--- src/rtl/tsc_pkg.sv ---
package tsc_pkg;

   // Register select values; the bench and software depend on this map.
   typedef enum logic [1:0] {
      REG_LO    = 2'd0,
      REG_HI    = 2'd1,
      REG_CTL   = 2'd2,
      REG_SPARE = 2'd3
   } tsc_reg_e;

   typedef enum logic [1:0] {
      TRK_IDLE    = 2'd0,
      TRK_ARMED   = 2'd1,
      TRK_CLEAN   = 2'd2,
      TRK_SPOILED = 2'd3
   } trk_state_e;

   typedef struct packed {
      logic rd_lo;
      logic rd_hi;
      logic rd_ctl;
      logic wr_lo;
      logic wr_hi;
      logic wr_ctl;
   } tsc_access_t;

endpackage

--- src/rtl/tsc_counter.sv ---
module tsc_counter #(
   parameter int unsigned WORD_W       = 32,
   parameter bit          SPLIT_CARRY  = 1'b1,
   parameter bit          RESET_ENABLE = 1'b1
) (
   input  logic              clk,
   input  logic              rst_n,
   input  logic              wr_lo,
   input  logic              wr_hi,
   input  logic              wr_ctl,
   input  logic [WORD_W-1:0] wdata,
   output logic [WORD_W-1:0] word_lo,
   output logic [WORD_W-1:0] word_hi,
   output logic              run_en,
   output logic              wrap
);

   localparam int unsigned CNT_W = 2 * WORD_W;

   logic step;

   if (WORD_W < 2) begin : g_bad_width
      $error("tsc_counter: WORD_W must be at least 2");
   end

   always_ff @(posedge clk) begin
      if (!rst_n) begin
         run_en <= RESET_ENABLE;
      end else if (wr_ctl) begin
         run_en <= wdata[0];
      end
   end

   assign step = run_en && !wr_lo && !wr_hi;
   assign wrap = step && (word_lo == {WORD_W{1'b1}});

   if (SPLIT_CARRY) begin : g_split
      logic [WORD_W-1:0] lo_q;
      logic [WORD_W-1:0] hi_q;

      always_ff @(posedge clk) begin
         if (!rst_n) begin
            lo_q <= '0;
         end else if (wr_lo) begin
            lo_q <= wdata;
         end else if (step) begin
            lo_q <= lo_q + 1'b1;
         end
      end

      always_ff @(posedge clk) begin
         if (!rst_n) begin
            hi_q <= '0;
         end else if (wr_hi) begin
            hi_q <= wdata;
         end else if (wrap) begin
            hi_q <= hi_q + 1'b1;
         end
      end

      assign word_lo = lo_q;
      assign word_hi = hi_q;
   end else begin : g_wide
      logic [CNT_W-1:0] cnt_q;

      always_ff @(posedge clk) begin
         if (!rst_n) begin
            cnt_q <= '0;
         end else if (wr_lo) begin
            cnt_q <= {cnt_q[CNT_W-1:WORD_W], wdata};
         end else if (wr_hi) begin
            cnt_q <= {wdata, cnt_q[WORD_W-1:0]};
         end else if (step) begin
            cnt_q <= cnt_q + 1'b1;
         end
      end

      assign word_lo = cnt_q[WORD_W-1:0];
      assign word_hi = cnt_q[CNT_W-1:WORD_W];
   end

endmodule

--- src/rtl/tsc_reg_decode.sv ---
module tsc_reg_decode
   import tsc_pkg::*;
#(
   parameter int unsigned WORD_W = 32
) (
   input  logic              acc_valid,
   input  logic              acc_write,
   input  logic [1:0]        acc_addr,
   input  logic [WORD_W-1:0] word_lo,
   input  logic [WORD_W-1:0] word_hi,
   input  logic              run_en,
   input  logic              pair_ok,
   output tsc_access_t       acc,
   output logic [WORD_W-1:0] rdata
);

   localparam int unsigned STATUS_BIT = WORD_W - 1;

   logic rd;
   logic wr;

   if (WORD_W < 2) begin : g_bad_width
      $error("tsc_reg_decode: WORD_W must be at least 2");
   end

   assign rd = acc_valid && !acc_write;
   assign wr = acc_valid && acc_write;

   always_comb begin
      acc        = '0;
      acc.rd_lo  = rd && (acc_addr == REG_LO);
      acc.rd_hi  = rd && (acc_addr == REG_HI);
      acc.rd_ctl = rd && (acc_addr == REG_CTL);
      acc.wr_lo  = wr && (acc_addr == REG_LO);
      acc.wr_hi  = wr && (acc_addr == REG_HI);
      acc.wr_ctl = wr && (acc_addr == REG_CTL);
   end

   always_comb begin
      rdata = '0;
      if (acc.rd_lo) begin
         rdata = word_lo;
      end else if (acc.rd_hi) begin
         rdata = word_hi;
      end else if (acc.rd_ctl) begin
         rdata[0]          = run_en;
         rdata[STATUS_BIT] = pair_ok;
      end
   end

endmodule

--- src/rtl/tsc_read_tracker.sv ---
module tsc_read_tracker
   import tsc_pkg::*;
(
   input  logic        clk,
   input  logic        rst_n,
   input  tsc_access_t acc,
   input  logic        exc_taken,
   input  logic        wrap,
   output logic        pair_ok
);

   trk_state_e state_q;
   trk_state_e state_d;
   logic       spoil;

   // Either event spoils a pair that has been started but not finished.
   assign spoil = exc_taken || wrap;

   always_comb begin
      state_d = state_q;
      if (acc.wr_lo || acc.wr_hi) begin
         state_d = TRK_IDLE;
      end else if (acc.rd_lo) begin
         state_d = spoil ? TRK_SPOILED : TRK_ARMED;
      end else if (acc.rd_hi) begin
         unique case (state_q)
            TRK_ARMED:   state_d = exc_taken ? TRK_SPOILED : TRK_CLEAN;
            TRK_SPOILED: state_d = TRK_SPOILED;
            default:     state_d = TRK_IDLE;
         endcase
      end else if (acc.rd_ctl) begin
         state_d = TRK_IDLE;
      end else if ((state_q == TRK_ARMED) && spoil) begin
         state_d = TRK_SPOILED;
      end
   end

   always_ff @(posedge clk) begin
      if (!rst_n) begin
         state_q <= TRK_IDLE;
      end else begin
         state_q <= state_d;
      end
   end

   assign pair_ok = (state_q == TRK_CLEAN);

endmodule

--- src/rtl/tsc_split_read.sv ---
module tsc_split_read
   import tsc_pkg::*;
#(
   parameter int unsigned WORD_W       = 32,
   parameter bit          SPLIT_CARRY  = 1'b1,
   parameter bit          RESET_ENABLE = 1'b1
) (
   input  logic              clk,
   input  logic              rst_n,
   input  logic              acc_valid,
   input  logic              acc_write,
   input  logic [1:0]        acc_addr,
   input  logic [WORD_W-1:0] acc_wdata,
   output logic [WORD_W-1:0] acc_rdata,
   input  logic              exc_taken
);

   tsc_access_t       acc;
   logic [WORD_W-1:0] cnt_lo;
   logic [WORD_W-1:0] cnt_hi;
   logic              cnt_run;
   logic              cnt_wrap;
   logic              pair_ok;

   tsc_reg_decode #(.WORD_W(WORD_W)) u_decode (
      .acc_valid (acc_valid),
      .acc_write (acc_write),
      .acc_addr  (acc_addr),
      .word_lo   (cnt_lo),
      .word_hi   (cnt_hi),
      .run_en    (cnt_run),
      .pair_ok   (pair_ok),
      .acc       (acc),
      .rdata     (acc_rdata)
   );

   tsc_counter #(
      .WORD_W       (WORD_W),
      .SPLIT_CARRY  (SPLIT_CARRY),
      .RESET_ENABLE (RESET_ENABLE)
   ) u_counter (
      .clk     (clk),
      .rst_n   (rst_n),
      .wr_lo   (acc.wr_lo),
      .wr_hi   (acc.wr_hi),
      .wr_ctl  (acc.wr_ctl),
      .wdata   (acc_wdata),
      .word_lo (cnt_lo),
      .word_hi (cnt_hi),
      .run_en  (cnt_run),
      .wrap    (cnt_wrap)
   );

   tsc_read_tracker u_tracker (
      .clk       (clk),
      .rst_n     (rst_n),
      .acc       (acc),
      .exc_taken (exc_taken),
      .wrap      (cnt_wrap),
      .pair_ok   (pair_ok)
   );

endmodule

--- config.mk ---
export PLATFORM = sky130hd
export DESIGN_NAME = tsc_split_read
export DESIGN_NICKNAME = d
export VERILOG_FILES = /design/src/rtl/tsc_pkg.sv /design/src/rtl/tsc_counter.sv /design/src/rtl/tsc_reg_decode.sv /design/src/rtl/tsc_read_tracker.sv /design/src/rtl/tsc_split_read.sv
export SDC_FILE = /design/constraint.sdc
export NUM_CORES = 1
export LEC_CHECK = 0
export CORE_ASPECT_RATIO = 0.7
export CORE_MARGIN = 4
export CORE_UTILIZATION = 59
export CTS_CLUSTER_DIAMETER = 200
export DETAILED_ROUTE_END_ITERATION = 16
export HOLD_SLACK_MARGIN = 0.15
export MAX_ROUTING_LAYER = met4
export PLACE_DENSITY = 0.94
export SYNTH_ARGS = -nofsm -noshare
export SYNTH_HDL_FRONTEND = slang
export SYNTH_SLANG_ARGS = --single-unit
--- constraint.sdc ---
create_clock -name clk -period 4.05 [get_ports clk]
set_input_delay 0.81 -clock clk [delete_from_list [all_inputs] [get_ports clk]]
set_output_delay 0.81 -clock clk [all_outputs]
set_load 0.02 [all_outputs]
==> metrics <==
Setup crit start=acc_valid; Buffers on Ports=70; final hold vios=0; hold_sp=u_counter.word_hi[5]$_SDFFE_PN0P_; first-pass GRT wire length=25400 um; Die H=82.6 um; antenna violations before repair=0; Seq cells post-synth=67; latest clock arrival within the worst-skew pair=0.34 ns; Leak=1.80 nW; Area growth syn-to-layout=21.7%; relative slew slack=46.2%; WL/cell=20.8 um; sequential fraction of the synthesis area=28.6%; # setup viols final=0; Avg Vias per Cell=7.19; Reg2Reg Launch Point=u_counter.word_lo[0]$_SDFFE_PN0P_; Worst Hold Class=flop to flop; io pins=71; Cells after Synth=634; pre-CTS setup slack=0.189 ns; Final WS setup=0.177 ns; post-synth top area share=28.6%; CTS tree=yes; Final Power=0.00174 W; core footprint=0.00751 mm^2; Syn Area/Cell=7.39 um^2; hpwl dp=10800 um; number of synthesized flops with an enable pin=0; Max VDD drop=0.000203 V; Slew Limit Fails=0; Synth Net Count=675; Die Span X=115 um; placer congestion estimate=0.948; ant diodes=0; maxcap violations=0; critical path fanouts, max=34; Worst Skew=0.00715 ns; Yosys Warn Count=0; CP endpoint kind=primary output; Period minus WS final=3.87 ns; cell with the most instances after synthesis=nand2_1; Worst EP arrival=3.06 ns; Clock transition at path regs=0.06 ns; CP startpoint kind=input pin; num rows=26; root buffer cell=clkbuf_16; drt first-iter violations=751; CP Class=input pin to primary output; Num CTS Buffers=9; DIE AREA=0.00945 mm^2; grt total ovfl=0; final core utilization=75.9%; starting density of the core=62.4%; CTS sink count=67; Max Fclk=258 MHz; share of cells above drive strength 1=6.05%; antenna-violating nets left=0; CTS Hold Bufs=0; largest net degree at the start of global routing=47; DR vias=5582; Commonest cells post-synth=nand2_1 (77), dfxtp_1 (67), nor2_1 (56); Power Density=306 mW/mm^2; worst slew pin tran=0.805 ns; final period utilization=95.6%; Req. time, crit path=3.24 ns; number of remaining DRC errors=0; Setup TNS Final=0 ns; post-synth cell types=59; post-CTS setup buffer count=0; largest cells by area after synthesis=dfxtp_1 (29%), mux2i_1 (9.0%), nand2_1 (6.2%), nor2_1 (4.5%), nand3_1 (4.1%); RSZ-0062 raised after global routing=no; final WL=16100 um; NumNets Final=714; worst hold margin=0.497 ns; ys flop type=dfxtp_1; post-synthesis cell type with the largest combined area=dfxtp_1; status=finished, final reports clean; mapped cell area=0.00469 mm^2; drt pass-1 iters=6; number of H-tree levels=3; asr flop ratio synth=0%; Tot GR Track Use=34.8%; Clock Path Buffers=2; CTS resizes=0; vias in the first global route=5119
==> state kept, by name (all words and copies together), names as in the netlist <==
register	cells
u_counter.run_en	1
u_counter.word_hi	32
u_tracker.state_q	2
u_counter.word_lo	32
==> placed cells by master, fill, tap and decap left out, types with 4 or more instances in the layout <==
cell             count
o311a_1              4
o31a_1               5
o211ai_1            11
o22ai_1              9
mux2i_1             42
nor3_1              14
o21ai_0             26
a31oi_1             27
and3_1              11
clkbuf_16            9
o31ai_1              8
dfxtp_1             67
or3_1                7
a32oi_1              5
or4_1               19
a21oi_1             37
a22oi_1             14
buf_4               13
nand4_1             22
nor4_1               9
clkdlybuf4s50_1     69
inv_1               12
nand3_1             38
nor2b_1              6
nand2_1             77
nor2_1              55
and4_1              11
==> worst max-delay path: stages <==
cell and delay [ns]:
clkdlybuf4s50_1 0.57, or3b_2 0.80, nor2_1 0.22, clkdlybuf4s50_1 0.64
==> cells by family (layout without fill, tap and decap cells) <==
family                   count (synthesis)  in the layout  synth area share, %
adder cells (fa/ha/maj)                  2              2                0.534
flip-flops                              67             67                 28.6
buffers and inverters                   67            111                 5.74
multiplexers                            45             45                 9.69
AO/OA/AOI/OAI                          162            162                 22.7
XOR/XNOR                                 1              1                0.187
AND/OR/NAND/NOR                        290            290                 32.6
==> area by class of cell <==
class,count,area [um^2]
well taps,98,123
repair buffers,83,793
clock inverters,7,92.6
inverters,12,45.0
fillers,550,1810
flip-flops and latches,67,1340
multi-input cells,500,3080
clock buffers,9,225
==> where the power goes <==
part           internal (W)  leakage [nW]  total, W  switching (W)
Combinational     0.0000829          1.11  0.000186       0.000103
Clock              0.000537         0.147  0.000850       0.000314
Sequential         0.000677         0.543  0.000707      0.0000300
Total               0.00130          1.80   0.00174       0.000447
==> layer usage <==
layer / up-vias / GRT usage (%) / share of wire [%]
met4: 0 / 14.1 / 2.8
met1: 2581 / 45.5 / 41
met5: - / - / 0
met3: 66 / 7.06 / 13
met2: 445 / 53.0 / 43
li1: 2490 / - / -
==> path summary, 6_finish.rpt <==
kind / end / slack, ns / depth (start not counted)
setup / recovery: acc_rdata[8] / 0.18 / 4
hold / removal: u_counter.word_hi[5]$_SDFFE_PN0P_ / 0.50 / 2
setup reg to reg: u_counter.word_hi[25]$_SDFFE_PN0P_ / 0.98 / 6
hold reg to reg: u_counter.word_hi[5]$_SDFFE_PN0P_ / 0.50 / 2
==> per-stage QoR <==
stage          cell area [um^2]  instances
2_1_floorplan              4690        634
3_3_place_gp               5390        760
3_5_place_dp               5390        760
4_1_cts                    5700        776
5_1_grt                    5700        776
6_report                   5700        776
Note: power is estimated with default switching activity, not from simulation.
